`src/rtl/pwmdr_pkg.sv`:
```
package pwmdr_pkg;
    parameter int unsigned CNT_W = 16;

    typedef logic [CNT_W-1:0] cnt_t;

    typedef struct packed {
        cnt_t lo;
        cnt_t hi;
    } pair_t;

    typedef enum logic {
        PH_LO = 1'b0,
        PH_HI = 1'b1
    } phase_t;

    localparam pair_t PAIR_RST = '{lo: '0, hi: '0};

    function automatic phase_t flip_phase(input phase_t p);
        return (p == PH_LO) ? PH_HI : PH_LO;
    endfunction

    function automatic cnt_t phase_load(input phase_t nxt, input pair_t w);
        return (nxt == PH_HI) ? w.hi : w.lo;
    endfunction
endpackage

```
`src/rtl/pwmdr_regs.sv`:
```
module pwmdr_regs
    import pwmdr_pkg::*;
(
    input  logic  clk,
    input  logic  rst,
    input  logic  wr_lo,
    input  logic  wr_hi,
    input  cnt_t  din,
    input  logic  take,
    output pair_t staged,
    output logic  pend
);
    cnt_t hi_q;
    pair_t stg_q;
    logic pend_q;

    always_ff @(posedge clk) begin
        if (rst) begin
            hi_q   <= '0;
            stg_q  <= PAIR_RST;
            pend_q <= 1'b0;
        end else begin
            if (wr_hi) hi_q <= din;
            if (wr_lo) begin
                stg_q.lo <= din;
                stg_q.hi <= hi_q;
                pend_q   <= 1'b1;
            end else if (take) begin
                pend_q <= 1'b0;
            end
        end
    end

    assign staged = stg_q;
    assign pend   = pend_q;

    // high-phase write alone never touches the staged pair
    p_hi_alone_r5: assert property (@(posedge clk) disable iff (rst)
        $past(wr_hi && !wr_lo) |-> (stg_q == $past(stg_q)));

    // low write stages data with the previous high value
    p_stage_pair_r6: assert property (@(posedge clk) disable iff (rst)
        $past(wr_lo) |-> (pend_q && stg_q.lo == $past(din) && stg_q.hi == $past(hi_q)));
endmodule

```
`src/rtl/pwmdr_core.sv`:
```
module pwmdr_core
    import pwmdr_pkg::*;
(
    input  logic  clk,
    input  logic  rst,
    input  logic  en,
    input  logic  cnt_en,
    input  pair_t staged,
    input  logic  pend,
    output logic  take,
    output logic  wave,
    output logic  irq
);
    cnt_t   cnt_q;
    phase_t ph_q;
    pair_t  work_q;
    logic   run_q;
    logic   irq_q;

    logic   start, udf, boundary;
    pair_t  work_nx;
    phase_t ph_nx;

    always_comb begin
        start    = en && !run_q;
        udf      = en && run_q && cnt_en && (cnt_q == '0);
        boundary = udf && (ph_q == PH_HI);
        take     = (start || boundary) && pend;
        work_nx  = take ? staged : work_q;
        ph_nx    = flip_phase(ph_q);
    end

    always_ff @(posedge clk) begin
        if (rst) begin
            cnt_q  <= '0;
            ph_q   <= PH_LO;
            work_q <= PAIR_RST;
            run_q  <= 1'b0;
            irq_q  <= 1'b0;
        end else begin
            irq_q <= 1'b0;
            if (!en) begin
                run_q <= 1'b0;
                ph_q  <= PH_LO;
            end else if (start) begin
                run_q  <= 1'b1;
                ph_q   <= PH_LO;
                work_q <= work_nx;
                cnt_q  <= work_nx.lo;
            end else if (cnt_en) begin
                if (cnt_q == '0) begin
                    ph_q   <= ph_nx;
                    irq_q  <= 1'b1;
                    work_q <= work_nx;
                    cnt_q  <= phase_load(ph_nx, work_nx);
                end else begin
                    cnt_q <= cnt_q - 1'b1;
                end
            end
        end
    end

    assign wave = (ph_q == PH_HI);
    assign irq  = irq_q;

    // count moves by one on enabled ticks, holds otherwise
    p_step_r2: assert property (@(posedge clk) disable iff (rst)
        $past(run_q && en && cnt_en && cnt_q != '0) |-> (cnt_q == $past(cnt_q) - 1'b1));
    p_hold_r2: assert property (@(posedge clk) disable iff (rst)
        $past(run_q && en && !cnt_en) |-> (cnt_q == $past(cnt_q)));

    // pulse comes with a flip of the output
    p_pulse_flip_r3: assert property (@(posedge clk) disable iff (rst)
        irq_q |-> (wave != $past(wave)));

    // waiting pair lands in the working copy at the high-to-low underflow
    p_commit_end_r7: assert property (@(posedge clk) disable iff (rst)
        $past(boundary && pend) |-> (work_q == $past(staged) && !wave));

    // disabled means low output and no pulse
    p_off_low_r9: assert property (@(posedge clk) disable iff (rst)
        !$past(en) |-> (!wave && !irq_q));
endmodule

```
`src/rtl/pwm_dual_reload.sv`:
```
module pwm_dual_reload
    import pwmdr_pkg::*;
(
    input  logic             clk,
    input  logic             rst,
    input  logic             en,
    input  logic             cnt_en,
    input  logic             set_lo_wr,
    input  logic             set_hi_wr,
    input  logic [CNT_W-1:0] set_val,
    output logic             wave_o,
    output logic             udf_pulse_o
);
    pair_t staged;
    logic  pend;
    logic  take;

    pwmdr_regs u_regs (
        .clk    (clk),
        .rst    (rst),
        .wr_lo  (set_lo_wr),
        .wr_hi  (set_hi_wr),
        .din    (set_val),
        .take   (take),
        .staged (staged),
        .pend   (pend)
    );

    pwmdr_core u_core (
        .clk    (clk),
        .rst    (rst),
        .en     (en),
        .cnt_en (cnt_en),
        .staged (staged),
        .pend   (pend),
        .take   (take),
        .wave   (wave_o),
        .irq    (udf_pulse_o)
    );

    // a pulse never lasts beyond the flip it accompanies unless another underflow occurs
    p_pulse_needs_toggle_r3: assert property (@(posedge clk) disable iff (rst)
        (udf_pulse_o && $past(udf_pulse_o)) |-> (wave_o != $past(wave_o)));
endmodule

```
`config.mk`:
```
export PLATFORM = sky130hd
export DESIGN_NAME = pwm_dual_reload
export DESIGN_NICKNAME = d
export VERILOG_FILES = /design/src/rtl/pwmdr_pkg.sv /design/src/rtl/pwmdr_regs.sv /design/src/rtl/pwmdr_core.sv /design/src/rtl/pwm_dual_reload.sv
export SDC_FILE = /design/constraint.sdc
export NUM_CORES = 1
export LEC_CHECK = 0
export ABC_CLOCK_PERIOD_IN_PS = 2300
export BUFFER_PORTS_ARGS = -buffer_cell sky130_fd_sc_hd__buf_2
export CORE_MARGIN = 5
export CORE_UTILIZATION = 60
export DETAILED_ROUTE_END_ITERATION = 10
export GPL_TIMING_DRIVEN = 0
export PLACE_DENSITY_LB_ADDON = 0.25
export SLEW_MARGIN = 20
export SYNTH_ARGS = -nofsm -noshare
export SYNTH_HDL_FRONTEND = slang
export SYNTH_SLANG_ARGS = --single-unit
```
`constraint.sdc`:
```
create_clock -name clk -period 2.3 [get_ports clk]
set_input_delay 0.23 -clock clk [delete_from_list [all_inputs] [get_ports clk]]
set_output_delay 0.23 -clock clk [all_outputs]
set_load 0.005 [all_outputs]
```
==> summary.md, run 1 <==
| Metric | Value |
|---|---|
| Max-Cap Viols | `0` |
| Max incr delay on CP | `0.78 ns` |
| Net Count, Synth | `490` |
| Status | `finished, final reports clean` |
| CP cell instances | `inv_1 > ha_1 > nor3b_4 > nand4_4 > nor3_1 > a221o_1 > a211oi_1` |
| Setup Skew | `0.0111 ns` |
| Worst-case reg-to-reg path depth | `7` |
| Per-cell routed wire length | `18.4 µm` |
| Synth top area cells | `dfxtp_1 (45%), mux2i_1 (22%), nor2_1 (7.8%)` |
| Drt pass-1 iters | `6` |
| Net Sw Frac | `27.0%` |
| Register area share after synthesis | `45.1%` |
| Final Hold Violating Endpoints | `0` |
| Vias | `3666` |
| Share of layout cells above drive strength 1 | `13.0%` |
| Row cnt | `31` |
| Max clock buf depth | `2` |
| Post-layout util | `70.1%` |
| Worst vdd ir | `0.511 mV` |
| CP Launch Point | `u_core.cnt_q[0]` |
| Worst setup EP type | `flop` |
| Via density | `6.05` |
| Syn_area_per_cell | `9.53 µm²` |
| CTS H-tree lvls | `3` |
| Share of power burned in combinational logic | `13.8%` |
| Io pins | `24` |
| Grt total ovfl | `0` |
| Post-DP Area | `4670 µm²` |
| Crit path max-delay cell type | `nor3_1` |
| Final Max Tran Viols | `0` |
| Clock period minus worst slack | `2.28 ns` |
| Leading area contributor after synthesis | `dfxtp_1` |
| Synth cell types | `48` |
| Cell area after synthesis | `4440 µm²` |
| Reg-to-Reg Start | `u_core.cnt_q[0]` |
| Estimated wirelength of the detail-placed design | `7.47 mm` |
| Min-Delay Path Class | `in2reg` |
| Pwr dens | `690 nW/µm²` |
| Commonest cells after routing, fill and taps aside | `dfxtp_1 (98), mux2i_1 (92), nor2_1 (92)` |
| Rel. slew slack | `30.6%` |
| Most common cell after layout, fill and taps aside | `dfxtp_1` |
| Largest net degree at the start of global routing | `17` |
| Reg clk slew, reported paths | `0.10 ns` |
| Pleak | `2.01 nW` |
| P_sw | `0.000941 W` |
| Nets | `526` |
| # port buffers | `20` |
| GR Util All Layers | `25.1%` |
| Initial antenna violation count | `0` |
| CP Launch Type | `flop` |
| Drt first-iter violations | `230` |
| Clock power frac | `32.5%` |
| Number of global-route vias before repair | `3472` |
| Initial Util | `61.5%` |
| Root buf cell | `clkbuf_8` |
| # DRC | `0` |
| First-pass GRT wire length | `17.6 mm` |
| Core Region | `7210 µm²` |
| Share of the synthesized area in the top cell type | `45.1%` |
| Latest clock arrival within the worst-skew pair | `0.36 ns` |
| Arr. time, crit path | `2.52 ns` |
| Inserted Diodes | `0` |
| Synth Instances | `466` |
| Die X | `96.0 µm` |
| Clk sinks | `100` |
| Pint | `0.00255 W` |
| Slew @ Worst Pin | `1.04 ns` |
| WP data required | `2.54 ns` |
| Maximum clock frequency | `438 MHz` |
| DIE HEIGHT | `96.0 µm` |
| Tcrit/Tclk final | `99.2%` |
| Final instance area | `5060 µm²` |
| CTS tree | `yes` |
| Hold_ws | `0.116 ns` |
| Total Wirelength | `11.2 mm` |
| CTS Buf Count | `9` |
| Placer's final routability congestion estimate | `0.972` |
| Die Area | `9220 µm²` |
| Sequential Power Share | `53.7%` |
| Synth warn | `0` |
| Fin Setup TNS | `0 ns` |
| Syn-to-layout area delta | `14.0%` |
| Worst-path maximum fanout | `6` |
| Hold Crit Depth | `3` |
| CP Class | `reg2reg` |
| DRT antenna net count | `0` |
| Synthesis-stage register bit count | `100` |
| Endpoints failing setup | `0` |
| HP Start | `set_val[1]` |
-- logic make-up after synthesis --
family	after synthesis	share of synthesized area, %
simple gates	156	17.1
flops	100	45.1
mux	98	22.1
compound gates	72	11.2
buf+inv	36	3.61
xor+xnor	2	0.395
fa+ha+maj	2	0.564
-- synthesized netlist by cell type, drive strengths merged --
| cell | n |
|---|---|
| a211o | 2 |
| a211oi | 12 |
| a21boi | 1 |
| a21o | 1 |
| a21oi | 19 |
| a221o | 4 |
| a221oi | 2 |
| a22o | 2 |
| a22oi | 2 |
| a311o | 1 |
| a31oi | 1 |
| and2 | 1 |
| and3 | 8 |
| and4 | 2 |
| and4b | 1 |
| buf | 11 |
| clkbuf | 20 |
| dfxtp | 100 |
| ha | 2 |
| inv | 5 |
| mux2 | 1 |
| mux2i | 97 |
| nand2 | 16 |
| nand3 | 6 |
| nand3b | 1 |
| nand4 | 6 |
| nor2 | 92 |
| nor2b | 3 |
| nor3 | 10 |
| nor3b | 1 |
| nor4 | 4 |
| o211ai | 3 |
| o21a | 4 |
| o21ai | 14 |
| o21bai | 1 |
| o31ai | 2 |
| o32ai | 1 |
| or3 | 2 |
| or4 | 3 |
| xor2 | 2 |
-- power by group through the flow --
| stage | clock network, W | registers, W | logic (W) |
|---|---|---|---|
| after detailed placement | 0 | 0.00191 | 0.000434 |
| after global routing | 0.00122 | 0.00188 | 0.000521 |
| after floorplan | 0 | 0.00189 | 0.000325 |
| after CTS | 0.00115 | 0.00187 | 0.000443 |
| final | 0.00113 | 0.00187 | 0.000480 |
| after global placement | 0 | 0.00190 | 0.000426 |
-- what timing repair did --
item,4_1_cts,5_1_grt
hold buffers,0,0
setup buffers,1,4
gates cloned,0,1
resized for setup,6,21
endpoints found under the setup margin,18,23
pin swaps,1,3
-- layout make-up --
cell class | instances | area, µm²
multi-input cells | 330 | 2360
fillers | 580 | 2160
flip-flops and latches | 100 | 2000
plain buffers | 30 | 176
repair buffers | 26 | 175
clock buffers | 11 | 141
well taps | 99 | 124
clock inverters | 5 | 60.1
inverters | 5 | 18.8
-- flip-flops by register name, indices dropped and copies added, names as in the netlist --
register,count
u_core.run_q,1
u_core.irq,1
u_core.cnt_q,16
u_regs.staged,32
u_regs.pend,1
u_core.wave,1
u_regs.hi_q,16
u_core.work_q,32
-- stage by stage --
step	cells	setup WS [ns]	total power, W
after floorplan	466	0.269	0.00221
after CTS	601	-0.00172	0.00346
after global placement	585	-0.330	0.00233
after global routing	606	-0.0117	0.00363
after detailed placement	585	-0.111	0.00234
final	606	0.0191	0.00349
-- layer usage --
metal | GRT usage [%] | share of wire [%]
met5 | 0 | 0
met4 | 7.94 | 2.4
met3 | 3.52 | 6.2
met2 | 40.4 | 47
met1 | 34.9 | 44
-- critical path, delay by kind of cell (launching register included) --
family                     cells  cell delay (ns)
DFF                            1             0.36
adders and majority gates      1             0.16
and+or+nand+nor                3             1.24
buffers and inverters          1             0.08
AOI/OAI and AO/OA              2             0.32
-- final timing paths --
check / to / slack (ns)
hold / removal: u_regs.staged[17] / 0.12
setup / recovery: u_core.cnt_q[4] / 0.02
hold reg to reg: u_regs.hi_q[12] / 0.50
setup reg to reg: u_core.cnt_q[4] / 0.02
(Power assumes the default switching activity.)
==> run 2, diff against run 1 <==
- CORE_MARGIN: 5 -> 1
==> run 2 against run 1 <==
Net effect:
- first-iteration DRC count grew 43%
- non-clock buffer count rose by 3
- maximum frequency grew 0.86%
- critical endpoint is now u_core.cnt_q[9]
- highest routed layer unchanged
==> summary.md, run 2 (synthesis gave the netlist of run 1 again) <==
| Metric | Value |
|---|---|
| Status | `finished, final reports clean` |
| CP cell instances | `inv_1 > ha_1 > nor3b_4 > buf_4 > nand4_1 > nor3_4 > a22oi_1 > and3_1` |
| Setup WS pre-CTS | `-0.163 ns` |
| Worst vdd ir | `0.763 mV` |
| Io pins | `24` |
| Initial antenna violation count | `0` |
| CTS Hold Buffers Added | `0` |
| Final instance area | `5100 µm²` |
| Slew @ Worst Pin | `1.01 ns` |
| CP Class | `reg2reg` |
| Clk sinks | `100` |
| Crit path max-delay cell type | `nor3_4` |
| Clock power frac | `32.3%` |
| Tcrit/Tclk final | `98.3%` |
| Arr. time, crit path | `2.53 ns` |
| Endpoints failing setup | `0` |
| Root buf cell | `clkbuf_8` |
| Drt first-iter violations | `328` |
| Total Wirelength | `11.5 mm` |
| Per-cell routed wire length | `18.9 µm` |
| CTS Buf Count | `9` |
| Final Max Tran Viols | `0` |
| Die Area | `7750 µm²` |
| WP data required | `2.57 ns` |
| DRT antenna net count | `0` |
| Syn-to-layout area delta | `14.9%` |
| Largest net degree at the start of global routing | `17` |
| Core Region | `6980 µm²` |
| Initial Util | `63.6%` |
| Sequential Power Share | `53.6%` |
| Vias | `3665` |
| First-pass GRT wire length | `17.6 mm` |
| Placer's final routability congestion estimate | `0.905` |
| GR Util All Layers | `30.8%` |
| CTS H-tree lvls | `3` |
| Pwr dens | `686 nW/µm²` |
| Row cnt | `30` |
| Fin Setup TNS | `0 ns` |
| Nets | `529` |
| Worst setup EP type | `flop` |
| Commonest cells after routing, fill and taps aside | `dfxtp_1 (100), nor2_1 (92), mux2i_1 (89)` |
| Max-Cap Viols | `0` |
| Rel. slew slack | `32.5%` |
| Net Sw Frac | `27.1%` |
| DIE HEIGHT | `88.0 µm` |
| Setup Skew | `0.0113 ns` |
| Latest clock arrival within the worst-skew pair | `0.37 ns` |
| Pleak | `2.02 nW` |
| Clock period minus worst slack | `2.26 ns` |
| Crit path buffers/inverters | `2` |
| Most common cell after layout, fill and taps aside | `dfxtp_1` |
| Drt pass-1 iters | `6` |
| Share of power burned in combinational logic | `14.2%` |
| Layout fillers | `522` |
| Reg clk slew, reported paths | `0.10 ns` |
| Max clock buf depth | `2` |
| Delay-heaviest family, CP | `simple AND/OR/NAND/NOR gates` |
| P_sw | `0.000947 W` |
| Grt total ovfl | `0` |
| Pint | `0.00255 W` |
| Final WS setup | `0.0384 ns` |
| CP Launch Type | `flop` |
| Min-Delay Path Class | `in2reg` |
| # port buffers | `20` |
| Worst-path maximum fanout | `7` |
| Final Hold Violating Endpoints | `0` |
| Max incr delay on CP | `0.51 ns` |
| Die X | `88.0 µm` |
| Share of layout cells above drive strength 1 | `14.3%` |
| Number of global-route vias before repair | `3497` |
| Via density | `6.05` |
| Inserted Diodes | `0` |
| Hold_ws | `0.106 ns` |
| # DRC | `0` |
| CTS tree | `yes` |
| Post-layout util | `73.0%` |
| Estimated wirelength of the detail-placed design | `7.52 mm` |
| Maximum clock frequency | `442 MHz` |
| Post-DP Area | `4660 µm²` |
run 2: area by class of cell:
class                      instances  area [µm²]  area share [%]
timing repair buffer              29         201            3.95
clock inverter                     5        60.1            1.18
sequential                       100        2000            39.3
buffer                            30         179            3.51
inverter                           5        18.8           0.368
multi-input combinational        330        2380            46.6
tap                               96         120            2.36
clock buffer                      11         141            2.77
run 2: path summary, 6_finish.rpt:
check / from / to / slack, ns / cells past startpoint
max reg2reg: u_core.cnt_q[0] / u_core.cnt_q[9] / 0.04 / 8
min: set_val[5] / u_regs.staged[21] / 0.11 / 3
max: u_core.cnt_q[0] / u_core.cnt_q[9] / 0.04 / 8
min reg2reg: u_core.work_q[5] / u_core.work_q[5] / 0.50 / 2
run 2: worst min-delay path, cell delays in order:
cell and delay [ns]:
buf_2 0.09, mux2i_1 0.06, nor2_1 0.07
run 2: stage by stage:
step	cells	total power [W]
CTS	598	0.00345
finish	606	0.00350
floorplan	466	0.00221
detailed placement	582	0.00235
global placement	582	0.00233
global route	606	0.00364
run 2: metal layers:
| layer | vias to the layer above | global-route usage (%) | wire (µm) |
|---|---|---|---|
| li1 | 1734 | - | - |
| met1 | 1765 | 39.0 | 5220 |
| met2 | 138 | 48.6 | 5270 |
| met3 | 28 | 7.26 | 616 |
| met4 | 0 | 17.0 | 369 |
| met5 | - | 0 | 0 |
run 2: power groups by stage:
stage	registers, W	clock network, W	logic, W
finish	0.00187	0.00113	0.000496
global route	0.00188	0.00122	0.000535
floorplan	0.00189	0	0.000325
detailed placement	0.00191	0	0.000439
CTS	0.00187	0.00114	0.000450
global placement	0.00190	0	0.000429
run 2: what timing repair did:
action | CTS | global route
resized for setup | 8 | 25
pin swaps | 1 | 3
cloned | 0 | 1
setup endpoints to repair | 23 | 24
setup buffers | 1 | 7
==> run 3, diff against run 2 <==
- CORE_MARGIN: 1 -> 2
- REMOVE_ABC_BUFFERS: default -> 1
==> run 3 against run 2 <==
Net effect:
- core utilization is 2.7 points lower
- maximum frequency is 3.0% higher
- first-iteration DRC count is 55% lower
- critical endpoint is now u_core.cnt_q[8]
==> summary.md, run 3 (synthesis gave the netlist of run 1 again) <==
| Metric | Value |
|---|---|
| Most common cell after layout, fill and taps aside | `dfxtp_1` |
| CP Launch Type | `flop` |
| Pwr dens | `709 nW/µm²` |
| P_sw | `0.000951 W` |
| CTS tree | `yes` |
| Min-Delay Path Class | `in2reg` |
| Arr. time, crit path | `2.49 ns` |
| Reg-to-Reg Start | `u_core.cnt_q[11]` |
| Worst-case reg-to-reg path depth | `8` |
| HP Start | `set_val[3]` |
| Initial Util | `61.5%` |
| Pleak | `2.05 nW` |
| # port buffers | `23` |
| Max-Cap Viols | `0` |
| Die X | `90.0 µm` |
| Clock period minus worst slack | `2.19 ns` |
| Row cnt | `31` |
| CTS Buf Count | `9` |
| Final WS setup | `0.105 ns` |
| Crit path max-delay cell type | `nor4_4` |
| WP data required | `2.59 ns` |
| # DRC | `0` |
| DRT antenna net count | `0` |
| Final instance area | `5070 µm²` |
| Core Region | `7210 µm²` |
| M3 GR Usage | `4.69%` |
| RR Endpoint | `u_core.cnt_q[8]` |
| Clk sinks | `100` |
| Tcrit/Tclk final | `95.4%` |
| Grt total ovfl | `0` |
| Max incr delay on CP | `0.44 ns` |
| Post-DP Area | `4600 µm²` |
| GRT Max-Usage Layer | `met2` |
| Post-layout util | `70.3%` |
| Status | `finished, final reports clean` |
| Pint | `0.00265 W` |
| Via density | `5.71` |
| Layout fillers | `579` |
| Slew @ Worst Pin | `0.999 ns` |
| Die Area | `8100 µm²` |
| Hold Crit Depth | `3` |
| Largest net degree at the start of global routing | `61` |
| Share of power burned in combinational logic | `12.8%` |
| Maximum clock frequency | `456 MHz` |
| Reg clk slew, reported paths | `0.10 ns` |
| Vias | `3398` |
| Final Max Tran Viols | `0` |
| Estimated wirelength of the detail-placed design | `6.02 mm` |
| Latest clock arrival within the worst-skew pair | `0.38 ns` |
| Sequential Power Share | `52.4%` |
| Drt first-iter violations | `146` |
| Setup Skew | `0.0109 ns` |
| Nets | `515` |
| Worst setup EP type | `flop` |
| Drt pass-1 iters | `4` |
| Max clock buf depth | `2` |
| Total Wirelength | `9.68 mm` |
| Rel. slew slack | `33.4%` |
| Inserted Diodes | `0` |
| Final Hold Violating Endpoints | `0` |
| Endpoints failing setup | `0` |
| Global routing usage on met2 | `39.2%` |
| Clock power frac | `34.8%` |
| DIE HEIGHT | `90.0 µm` |
| Share of layout cells above drive strength 1 | `16.1%` |
| Hold EP | `u_regs.hi_q[3]` |
| Placer's final routability congestion estimate | `0.886` |
| First-pass GRT wire length | `15.3 mm` |
| Initial antenna violation count | `0` |
| FF-to-FF setup slack | `0.11 ns` |
| Syn-to-layout area delta | `14.2%` |
| Net Sw Frac | `26.4%` |
| CP Class | `reg2reg` |
| CTS H-tree lvls | `3` |
| Setup WS pre-CTS | `-0.875 ns` |
| Worst-path maximum fanout | `6` |
| Root buf cell | `clkbuf_8` |
| Io pins | `24` |
| CTS Hold Buffers Added | `0` |
| Number of global-route vias before repair | `3197` |
| Worst vdd ir | `0.458 mV` |
| GR Util All Layers | `23.2%` |
| CP cell instances | `nor4_4 > nand4_4 > o21ai_4 > buf_12 > clkbuf_16 > mux2i_1 > a221o_1 > a211oi_1` |
| Commonest cells after routing, fill and taps aside | `dfxtp_1 (96), mux2i_1 (95), nor2_1 (91)` |
| Per-cell routed wire length | `16.3 µm` |
| Grt met1 use | `29.7%` |
[run 3: repair_timing]
action	4_1_cts	5_1_grt
endpoints found under the setup margin	48	14
resized for setup	5	11
pin swaps	2	3
cloned	0	3
setup buffers	7	9
[run 3: area by class of cell]
type | instances | area, µm² | area share, %
multi-input cells | 330 | 2330 | 45.9
clock buffers | 10 | 128 | 2.52
inverters | 5 | 18.8 | 0.370
repair buffers | 45 | 367 | 7.23
well taps | 99 | 124 | 2.44
clock inverters | 6 | 95.1 | 1.88
flip-flops and latches | 100 | 2010 | 39.6
[run 3: how the worst max path moves through the flow]
stage                                start          endpoint  slack [ns]  depth (start not counted)
after floorplan            u_core.cnt_q[4]   u_core.cnt_q[2]       -0.55                          6
after global placement     u_core.cnt_q[4]   u_core.cnt_q[4]       -1.16                          6
after detailed placement   u_core.cnt_q[4]   u_core.cnt_q[9]       -0.88                          7
after CTS                  u_core.cnt_q[0]   u_core.cnt_q[9]        0.03                          9
after global routing       u_core.cnt_q[0]  u_core.cnt_q[12]       -0.04                         10
final                     u_core.cnt_q[11]   u_core.cnt_q[8]        0.11                          8
[run 3: critical path, delay by kind of cell (launching register included)]
family | cells | cell delay (ns)
AO/OA/AOI/OAI | 3 | 0.70
AND/OR/NAND/NOR | 2 | 0.63
flip-flops | 1 | 0.40
buffers and inverters | 2 | 0.29
multiplexers | 1 | 0.09
[run 3: power by group through the flow]
stage | Sequential, W | Clock [W] | Combinational, W
floorplan | 0.00190 | 0 | 0.000267
global placement | 0.00192 | 0 | 0.000381
detailed placement | 0.00192 | 0 | 0.000401
CTS | 0.00188 | 0.00127 | 0.000428
global route | 0.00190 | 0.00134 | 0.000504
finish | 0.00188 | 0.00125 | 0.000462
[run 3: layer usage]
metal  vias up  share of wire, %  wire length (µm)
li1       1706                 -                 -
met1      1629                48              4600
met2        54                48              4660
met3         9               3.4               327
met4         0              0.92                89
met5         -                 0                 0
[run 3: metrics by stage]
| step | TNS (ns) | total power [W] | hold slack, ns | std cells |
|---|---|---|---|---|
| 2_1_floorplan | -14.78 | 0.00216 | 0.299 | 435 |
| 4_1_cts | 0 | 0.00358 | 0.0955 | 583 |
| 6_report | 0 | 0.00360 | 0.103 | 595 |
| 3_5_place_dp | -28.34 | 0.00232 | 0.477 | 560 |
| 5_1_grt | -0.0691 | 0.00374 | 0.0980 | 595 |
| 3_3_place_gp | -43.65 | 0.00230 | 0.474 | 557 |
